[src/rtl/intc_pkg.sv]
package intc_pkg;

  localparam int unsigned NLINE    = 2;
  localparam int unsigned LINE_IRQ = 0;
  localparam int unsigned LINE_FIQ = 1;
  localparam int unsigned ADDR_W   = 4;

  typedef enum logic [ADDR_W-1:0] {
    W_IRQ_MSK = 4'd0,
    W_IRQ_RAW = 4'd1,
    W_IRQ_ENS = 4'd2,
    W_IRQ_ENC = 4'd3,
    W_SW_SET  = 4'd4,
    W_SW_CLR  = 4'd5,
    W_FIQ_MSK = 4'd8,
    W_FIQ_RAW = 4'd9,
    W_FIQ_ENS = 4'd10,
    W_FIQ_ENC = 4'd11
  } word_e;

  typedef struct packed {
    logic [NLINE-1:0] en_set;
    logic [NLINE-1:0] en_clr;
    logic             sw_set;
    logic             sw_clr;
  } wr_dec_t;

endpackage

[src/rtl/intc_decode.sv]
module intc_decode
  import intc_pkg::*;
(
  input  logic              wr,
  input  logic              rd,
  input  logic [ADDR_W-1:0] addr,
  output wr_dec_t           dec,
  output logic              bad
);

  logic readable;
  logic writable;

  always_comb begin
    readable = 1'b0;
    writable = 1'b0;
    case (addr)
      W_IRQ_MSK, W_IRQ_RAW, W_FIQ_MSK, W_FIQ_RAW: readable = 1'b1;
      W_IRQ_ENS, W_FIQ_ENS, W_SW_SET: begin
        readable = 1'b1;
        writable = 1'b1;
      end
      W_IRQ_ENC, W_FIQ_ENC, W_SW_CLR: writable = 1'b1;
      default: ;
    endcase
  end

  always_comb begin
    dec                   = '0;
    dec.en_set[LINE_IRQ]  = wr && (addr == W_IRQ_ENS);
    dec.en_clr[LINE_IRQ]  = wr && (addr == W_IRQ_ENC);
    dec.en_set[LINE_FIQ]  = wr && (addr == W_FIQ_ENS);
    dec.en_clr[LINE_FIQ]  = wr && (addr == W_FIQ_ENC);
    dec.sw_set            = wr && (addr == W_SW_SET);
    dec.sw_clr            = wr && (addr == W_SW_CLR);
  end

  assign bad = (rd && !readable) || (wr && !writable);

endmodule

[src/rtl/intc_mask_reg.sv]
module intc_mask_reg #(
  parameter int unsigned W = 32
) (
  input  logic         clk,
  input  logic         rst_n,
  input  logic         set_stb,
  input  logic         clr_stb,
  input  logic [W-1:0] wdata,
  output logic [W-1:0] mask
);

  always_ff @(posedge clk or negedge rst_n) begin
    if (!rst_n) begin
      mask <= '0;
    end else if (set_stb) begin
      mask <= mask | wdata;
    end else if (clr_stb) begin
      mask <= mask & ~wdata;
    end
  end

endmodule

[src/rtl/intc_swsrc.sv]
module intc_swsrc (
  input  logic clk,
  input  logic rst_n,
  input  logic set_stb,
  input  logic clr_stb,
  input  logic bit0,
  output logic latch_q
);

  always_ff @(posedge clk or negedge rst_n) begin
    if (!rst_n) begin
      latch_q <= 1'b0;
    end else if (set_stb && bit0) begin
      latch_q <= 1'b1;
    end else if (clr_stb && bit0) begin
      latch_q <= 1'b0;
    end
  end

endmodule

[src/rtl/intc_readback.sv]
module intc_readback
  import intc_pkg::*;
#(
  parameter int unsigned W = 32
) (
  input  logic              clk,
  input  logic              rst_n,
  input  logic              rd,
  input  logic [ADDR_W-1:0] addr,
  input  logic [W-1:0]      raw,
  input  logic [W-1:0]      irq_en,
  input  logic [W-1:0]      fiq_en,
  input  logic              bad_in,
  output logic [W-1:0]      rdata,
  output logic              bad_q
);

  logic [W-1:0] sel;

  always_comb begin
    case (addr)
      W_IRQ_MSK: sel = raw & irq_en;
      W_IRQ_RAW: sel = raw;
      W_IRQ_ENS: sel = irq_en;
      W_SW_SET:  sel = {{(W-1){1'b0}}, raw[0]};
      W_FIQ_MSK: sel = raw & fiq_en;
      W_FIQ_RAW: sel = raw;
      W_FIQ_ENS: sel = fiq_en;
      default:   sel = '0;
    endcase
  end

  always_ff @(posedge clk or negedge rst_n) begin
    if (!rst_n) begin
      rdata <= '0;
      bad_q <= 1'b0;
    end else begin
      rdata <= rd ? sel : '0;
      bad_q <= bad_in;
    end
  end

endmodule

[src/rtl/dual_line_intc.sv]
module dual_line_intc
  import intc_pkg::*;
#(
  parameter int unsigned NSRC = 32
) (
  input  logic              clk,
  input  logic              rst_n,
  input  logic [NSRC-1:0]   src_i,
  input  logic              bus_wr,
  input  logic              bus_rd,
  input  logic [ADDR_W-1:0] bus_addr,
  input  logic [NSRC-1:0]   bus_wdata,
  output logic [NSRC-1:0]   bus_rdata,
  output logic              bus_bad,
  output logic              irq_o,
  output logic              fiq_o
);

  wr_dec_t          dec;
  logic             bad_now;
  logic             sw_q;
  logic [NSRC-1:0]  raw;
  logic [NSRC-1:0]  mask_q [NLINE];
  logic [NLINE-1:0] line;
  logic [NSRC-1:0]  irq_en;
  logic [NSRC-1:0]  fiq_en;

  intc_decode u_dec (
    .wr   (bus_wr),
    .rd   (bus_rd),
    .addr (bus_addr),
    .dec  (dec),
    .bad  (bad_now)
  );

  intc_swsrc u_sw (
    .clk     (clk),
    .rst_n   (rst_n),
    .set_stb (dec.sw_set),
    .clr_stb (dec.sw_clr),
    .bit0    (bus_wdata[0]),
    .latch_q (sw_q)
  );

  assign raw = src_i | {{(NSRC-1){1'b0}}, sw_q};

  for (genvar g = 0; g < NLINE; g++) begin : g_line
    intc_mask_reg #(.W(NSRC)) u_mask (
      .clk     (clk),
      .rst_n   (rst_n),
      .set_stb (dec.en_set[g]),
      .clr_stb (dec.en_clr[g]),
      .wdata   (bus_wdata),
      .mask    (mask_q[g])
    );
    assign line[g] = |(raw & mask_q[g]);
  end

  assign irq_en = mask_q[LINE_IRQ];
  assign fiq_en = mask_q[LINE_FIQ];
  assign irq_o  = line[LINE_IRQ];
  assign fiq_o  = line[LINE_FIQ];

  intc_readback #(.W(NSRC)) u_rb (
    .clk    (clk),
    .rst_n  (rst_n),
    .rd     (bus_rd),
    .addr   (bus_addr),
    .raw    (raw),
    .irq_en (irq_en),
    .fiq_en (fiq_en),
    .bad_in (bad_now),
    .rdata  (bus_rdata),
    .bad_q  (bus_bad)
  );

endmodule

[config.mk]
export PLATFORM = sky130hd
export DESIGN_NAME = dual_line_intc
export DESIGN_NICKNAME = d
export VERILOG_FILES = /design/src/rtl/intc_pkg.sv /design/src/rtl/intc_decode.sv /design/src/rtl/intc_mask_reg.sv /design/src/rtl/intc_swsrc.sv /design/src/rtl/intc_readback.sv /design/src/rtl/dual_line_intc.sv
export SDC_FILE = /design/constraint.sdc
export NUM_CORES = 1
export LEC_CHECK = 0
export BUFFER_PORTS_ARGS = -buffer_cell sky130_fd_sc_hd__buf_2
export CAP_MARGIN = 5
export CORE_MARGIN = 1.5
export CORE_UTILIZATION = 49
export DETAILED_ROUTE_END_ITERATION = 8
export PLACE_DENSITY = 0.78
export SETUP_SLACK_MARGIN = 0.5
export SYNTH_ARGS = -nofsm -noshare
export SYNTH_HDL_FRONTEND = slang
export SYNTH_HIERARCHICAL = 1
export SYNTH_SLANG_ARGS = --single-unit
[constraint.sdc]
create_clock -name clk -period 1 [get_ports clk]
set_clock_uncertainty 0.1 [all_clocks]
set_input_delay 0.1 -clock clk [delete_from_list [all_inputs] [get_ports clk]]
set_output_delay 0.1 -clock clk [all_outputs]
set_load 0.02 [all_outputs]
==> results of run 1 <==
-- stage by stage --
step                      setup TNS (ps)  utilization [%]  hold WS [ps]  cells
after global placement            -34420             66.0         -7.85    696
after global routing              -30790             83.3          -403    749
after detailed placement          -36180             66.0         -3.82    696
final                             -29460             83.3          -410    749
after CTS                         -19560             80.4          -405    747
after floorplan                   -17760                -          -296    386
-- cells by family (layout without fill, tap and decap cells) --
group,count (synthesis),in the layout,share of synthesized area (%)
AO/OA/AOI/OAI,135,135,25.6
flip-flops,98,98,51.2
multiplexers,32,32,9.77
buffers and inverters,30,264,5.28
AND/OR/NAND/NOR,91,91,8.17
-- area by class of cell --
class	count	area (um2)	area share [%]
timing repair buffer	245	2510	32.2
sequential	98	2450	31.4
multi-input combinational	258	2450	31.4
tap	129	161	2.07
clock buffer	11	151	1.94
clock inverter	5	62.6	0.801
inverter	3	11.3	0.144
-- placed cells by master, fill, tap and decap left out, types with 2 or more instances in the layout --
| master | count |
|---|---|
| mux2_4 | 31 |
| o221a_1 | 29 |
| o21a_1 | 2 |
| buf_12 | 17 |
| buf_4 | 41 |
| nor3_1 | 2 |
| a22o_1 | 65 |
| a22oi_2 | 15 |
| dfrtp_1 | 96 |
| clkinv_4 | 2 |
| clkbuf_8 | 11 |
| o221a_4 | 2 |
| nand2_1 | 24 |
| nand2_2 | 32 |
| buf_16 | 10 |
| a22oi_1 | 14 |
| nor3_4 | 4 |
| nand4_1 | 6 |
| dfrtp_2 | 2 |
| inv_1 | 3 |
| clkinvlp_4 | 2 |
| buf_8 | 7 |
| nand2_4 | 12 |
| o21ai_2 | 3 |
| buf_6 | 101 |
| buf_2 | 69 |
| a222oi_1 | 2 |
-- worst max-delay path: stages (launching register included) --
cell	delay, ps
dfrtp_1	420
a22oi_2	450
nand4_1	530
nor4_4	440
nand2_1	110
buf_2	190
-- per-layer routing --
layer	GRT usage, %	vias up	part of all wire, %
met5	0	-	0
met4	32.1	0	10
met3	12.3	228	14
met2	64.2	627	43
met1	50.1	2556	33
li1	-	1972	-
-- power by group --
part           leakage [nW]  total [W]  internal [W]  switching, W
Sequential             1.24    0.00541       0.00464      0.000767
Combinational          2.41    0.00472       0.00266       0.00205
Clock                 0.102    0.00283       0.00130       0.00153
Total                  3.75     0.0130       0.00861       0.00435
-- what timing repair did --
item / CTS / global route
pin swaps: 95 / 52
gates cloned: 13 / 0
endpoints found under the setup margin: 133 / 133
setup buffers: 22 / 2
hold endpoints to repair: 185 / 177
resized for setup: 194 / 63
-- worst max path at each step --
stage / slack [ps] / depth (start not counted) / start / endpoint
finish: -1720 / 5 / flop / fiq_o
global route: -1670 / 5 / flop / fiq_o
CTS: -960 / 5 / flop / irq_o
detailed placement: -720 / 5 / u_sw/latch_q / irq_o
global placement: -760 / 5 / u_sw/latch_q / irq_o
floorplan: -250 / 4 / flop / fiq_o
==> impl_metrics.env, run 1 <==
export IMPL_status="finished with violations"
export IMPL_violations="hold timing, setup timing"
export IMPL_p_per_area_nw_per_um2=1660
export IMPL_drc=0
export IMPL_netlist_area_leader_share_pct=51.2
export IMPL_synth_common_cells="dfrtp_1 (98), nand2_1 (68), a22o_1 (65), o221a_1 (30), mux2_4 (29)"
export IMPL_vias_per_cell=7.19
export IMPL_gr_usage_all_layers_pct=42.0
export IMPL_antenna_found_initial=0
export IMPL_synth_area_um2=4790
export IMPL_setup_viol=132
export IMPL_ys_seq_elements=98
export IMPL_place_area_um2=6180
export IMPL_clockBufferDepth=2
export IMPL_place_congestion=0.922
export IMPL_finalCritPeriodShare_pct=272
export IMPL_reg2reg_depth=4
export IMPL_grt_max_degree=38
export IMPL_grt_overflow=0
export IMPL_antenna_cells=0
export IMPL_clkTransAtPathRegs_ps=110
export IMPL_yosysMostFrequentCell="dfrtp_1"
export IMPL_port_buffers=106
export IMPL_postLayoutCellArea_um2=7810
export IMPL_wire_per_inst_um=31.8
export IMPL_fmax_mhz=368
export IMPL_coreArea_um2=9370
export IMPL_cp_end_kind="output pin"
export IMPL_total_power_w=0.0130
export IMPL_ios=107
export IMPL_drive_above_1_share_pct=59.7
export IMPL_hold_viol=155
export IMPL_cts_root_buffer_cell="clkbuf_8"
export IMPL_critPathLaunchType="flop"
export IMPL_finalCriticalPeriod_ps=2720
export IMPL_die_w_um=102
export IMPL_dr_first_iter_drc_count=749
export IMPL_avgSynthCellArea_um2=12.4
export IMPL_start_util_pct=51.1
export IMPL_grt_pass1_wl_um=31400
export IMPL_cts_tree="yes"
export IMPL_power_leakage_nw=3.75
export IMPL_reg2reg_to="u_rb/rdata[18]"
export IMPL_nFillCells=433
export IMPL_finalWorstSetupSlack_ps=-1720
export IMPL_dr_total_vias=5383
export IMPL_cp_data_arrival_time_ps=2520
export IMPL_critPathRequiredTime_ps=800
export IMPL_nets=687
export IMPL_holdWs_ps=-410
export IMPL_dp_slack_ps=-720
export IMPL_yosysTopAreaCell="dfrtp_1"
export IMPL_routed_wl_um=23800
export IMPL_ys_seq_area_share_pct=51.2
export IMPL_synth_cells=386
export IMPL_r2r_slack_ps=-350
export IMPL_clock_sinks=98
export IMPL_num_rows=35
export IMPL_peakVddDrop_v=0.000977
export IMPL_drv_slew=0
export IMPL_relSlewSlack_pct=58.0
export IMPL_cts_inserted_buffers=9
export IMPL_hold_path_class="in2async"
export IMPL_drv_cap=0
export IMPL_netlist_top_cells_area="dfrtp_1 (51%), a22o_1 (12%), mux2_4 (9.1%)"
export IMPL_clk_insertion_delay_late_ps=380
export IMPL_htreeDepth=3
export IMPL_worstSetupPathType="reg2out"
export IMPL_ant_nets=0
export IMPL_synth_edf_count=0
export IMPL_dieArea_um2=10400
export IMPL_drt_pass1_iter_count=6
export IMPL_dieHeight_um=102
export IMPL_synth_cell_type_count=31
export IMPL_rsz0062_at_grt="true"
export IMPL_place_hpwl_um=10600
export IMPL_synthFlopType="dfrtp_1"
export IMPL_cp_max_fo=2
export IMPL_ys_warn_count=6
export IMPL_tightest_slew_ps=631
export IMPL_async_reset_ff_share_pct=100
export IMPL_synth_nets=458
export IMPL_grt_pass1_vias=5404
export IMPL_area_growth_syn_to_layout_pct=62.9
(Power assumes the default switching activity.)
==> inputs of run 2 (changes only) <==
--- a/config.mk
+++ b/config.mk
@@ -8,9 +8,10 @@
 export BUFFER_PORTS_ARGS = -buffer_cell sky130_fd_sc_hd__buf_2
 export CAP_MARGIN = 5
 export CORE_MARGIN = 1.5
-export CORE_UTILIZATION = 49
+export CORE_UTILIZATION = 51
+export CTS_BUF_LIST = sky130_fd_sc_hd__clkbuf_4
 export DETAILED_ROUTE_END_ITERATION = 8
-export PLACE_DENSITY = 0.78
+export PLACE_DENSITY = 0.81
 export SETUP_SLACK_MARGIN = 0.5
 export SYNTH_ARGS = -nofsm -noshare
 export SYNTH_HDL_FRONTEND = slang
==> run 2 against run 1 <==
The flow still finishes with violations (hold timing, setup timing). Critical path depth unchanged. Critical endpoint is now irq_o. Global-route usage fell by 1.1 points. Largest cell class is now multi-input combinational cells. Power fell by 8.5%. Final cell count down 3.7%. Highest routed layer unchanged. Final area shrank 3.5%.
==> impl_metrics.env, run 2 (synthesis results as in run 1) <==
export IMPL_critPathLaunchType="flop"
export IMPL_wire_per_inst_um=29.4
export IMPL_regArea_um2=2450
export IMPL_die_w_um=99.9
export IMPL_finalCritPeriodShare_pct=228
export IMPL_worstSetupPathType="reg2out"
export IMPL_setup_viol=128
export IMPL_clock_sinks=98
export IMPL_cp_end_kind="output pin"
export IMPL_clkTransAtPathRegs_ps=160
export IMPL_drv_slew=0
export IMPL_holdWs_ps=-597
export IMPL_status="finished with violations"
export IMPL_dieArea_um2=9980
export IMPL_clockBufferDepth=2
export IMPL_r2r_slack_ps=-400
export IMPL_coreArea_um2=9150
export IMPL_dr_total_vias=5093
export IMPL_tightest_slew_ps=485
export IMPL_nFillCells=416
export IMPL_port_buffers=106
export IMPL_grt_pass1_wl_um=30100
export IMPL_clk_insertion_delay_late_ps=510
export IMPL_cts_root_buffer_cell="clkbuf_4"
export IMPL_cts_inserted_buffers=9
export IMPL_drive_above_1_share_pct=60.9
export IMPL_cp_max_fo=2
export IMPL_drc=0
export IMPL_routed_wl_um=21200
export IMPL_postLayoutCellArea_um2=7530
export IMPL_peakVddDrop_v=0.000796
export IMPL_cts_tree="yes"
export IMPL_violations="hold timing, setup timing"
export IMPL_num_rows=35
export IMPL_nets=676
export IMPL_hold_path_class="in2async"
export IMPL_vias_per_cell=7.06
export IMPL_place_area_um2=6160
export IMPL_gr_usage_all_layers_pct=40.9
export IMPL_endpoint="irq_o"
export IMPL_relSlewSlack_pct=67.7
export IMPL_drt_pass1_iter_count=5
export IMPL_final_cell_mix="dfrtp_1 (98), buf_6 (97), buf_2 (69)"
export IMPL_dieHeight_um=99.9
export IMPL_multi_input_area_um2=2500
export IMPL_grt_max_degree=32
export IMPL_reg2reg_to="u_rb/rdata[19]"
export IMPL_reg2reg_depth=3
export IMPL_layout_commonest_cell="dfrtp_1"
export IMPL_ios=107
export IMPL_finalCriticalPeriod_ps=2280
export IMPL_place_congestion=0.986
export IMPL_area_growth_syn_to_layout_pct=57.2
export IMPL_antenna_found_initial=1
export IMPL_p_per_area_nw_per_um2=1570
export IMPL_drv_cap=0
export IMPL_htreeDepth=3
export IMPL_place_hpwl_um=10900
export IMPL_cp_data_arrival_time_ps=2080
export IMPL_power_leakage_nw=3.69
export IMPL_critPathRequiredTime_ps=800
export IMPL_fmax_mhz=438
export IMPL_start_util_pct=52.3
export IMPL_grt_overflow=0
export IMPL_ant_nets=0
export IMPL_rsz0062_at_grt="true"
export IMPL_finalWorstSetupSlack_ps=-1280
export IMPL_grt_pass1_vias=5154
export IMPL_hold_viol=195
export IMPL_dr_first_iter_drc_count=722
run 2: cell count changes in the layout (fill, tap and decap cells not counted), sizes merged:
cell / before / now
clkinvlp: 2 / 1
diode: 0 / 1
buf: 245 / 234
clkinv: 2 / 4
bufinv: 1 / 0
run 2: layout make-up:
class	count	share of cell area (%)
Inverter	3	0.150
Clock buffer	11	1.10
Sequential cell	98	32.6
Multi-Input combinational cell	258	33.2
Timing Repair Buffer	234	30.7
Antenna cell	1	0.0332
Tap cell	111	1.84
Clock inverter	5	0.415
run 2: critical path: stages (launching register included):
cell	delay [ps]
dfrtp_1	440
a22oi_1	320
nand4_1	220
nor4_4	290
nand2_1	140
buf_6	170
run 2: per-stage QoR:
stage                     power, W  cells  setup slack (ps)  setup TNS (ps)  util [%]
after floorplan            0.00671    386              -252          -17760         -
after global placement     0.00842    676              -734          -35330      67.3
after detailed placement   0.00858    676              -712          -37630      67.3
after CTS                   0.0110    715             -1030          -19270      79.7
after global routing        0.0121    721             -1380          -27450      82.3
final                       0.0119    721             -1280          -24780      82.3
run 2: power by group:
part	switching, W	total (W)	leakage [nW]	internal (W)
clock	0.00145	0.00201	0.0666	0.000560
sequential	0.000695	0.00533	1.24	0.00464
combinational	0.00190	0.00450	2.38	0.00260
run 2: how the worst min path moves through the flow:
stage	start	depth (start not counted)	to	slack (ps)
floorplan	rst_n	0	async pin	-300
global placement	rst_n	1	async pin	-60
detailed placement	rst_n	1	async pin	-60
CTS	rst_n	1	u_rb/rdata[29]	-560
global route	rst_n	1	u_rb/rdata[29]	-600
finish	rst_n	1	async pin	-600
run 2: routing by layer:
layer	GRT usage [%]	share of wire (%)
met4	24.8	8.5
met5	1.54	0
met3	8.98	12
met1	50.5	34
met2	65.7	45
run 2: timing repair:
item                                   CTS  global route
resized for setup                      211            46
pin swaps                              124            27
cloned                                   9             0
endpoints found under the hold margin  195           195
buffers inserted                        14             5
setup endpoints to repair              133           133
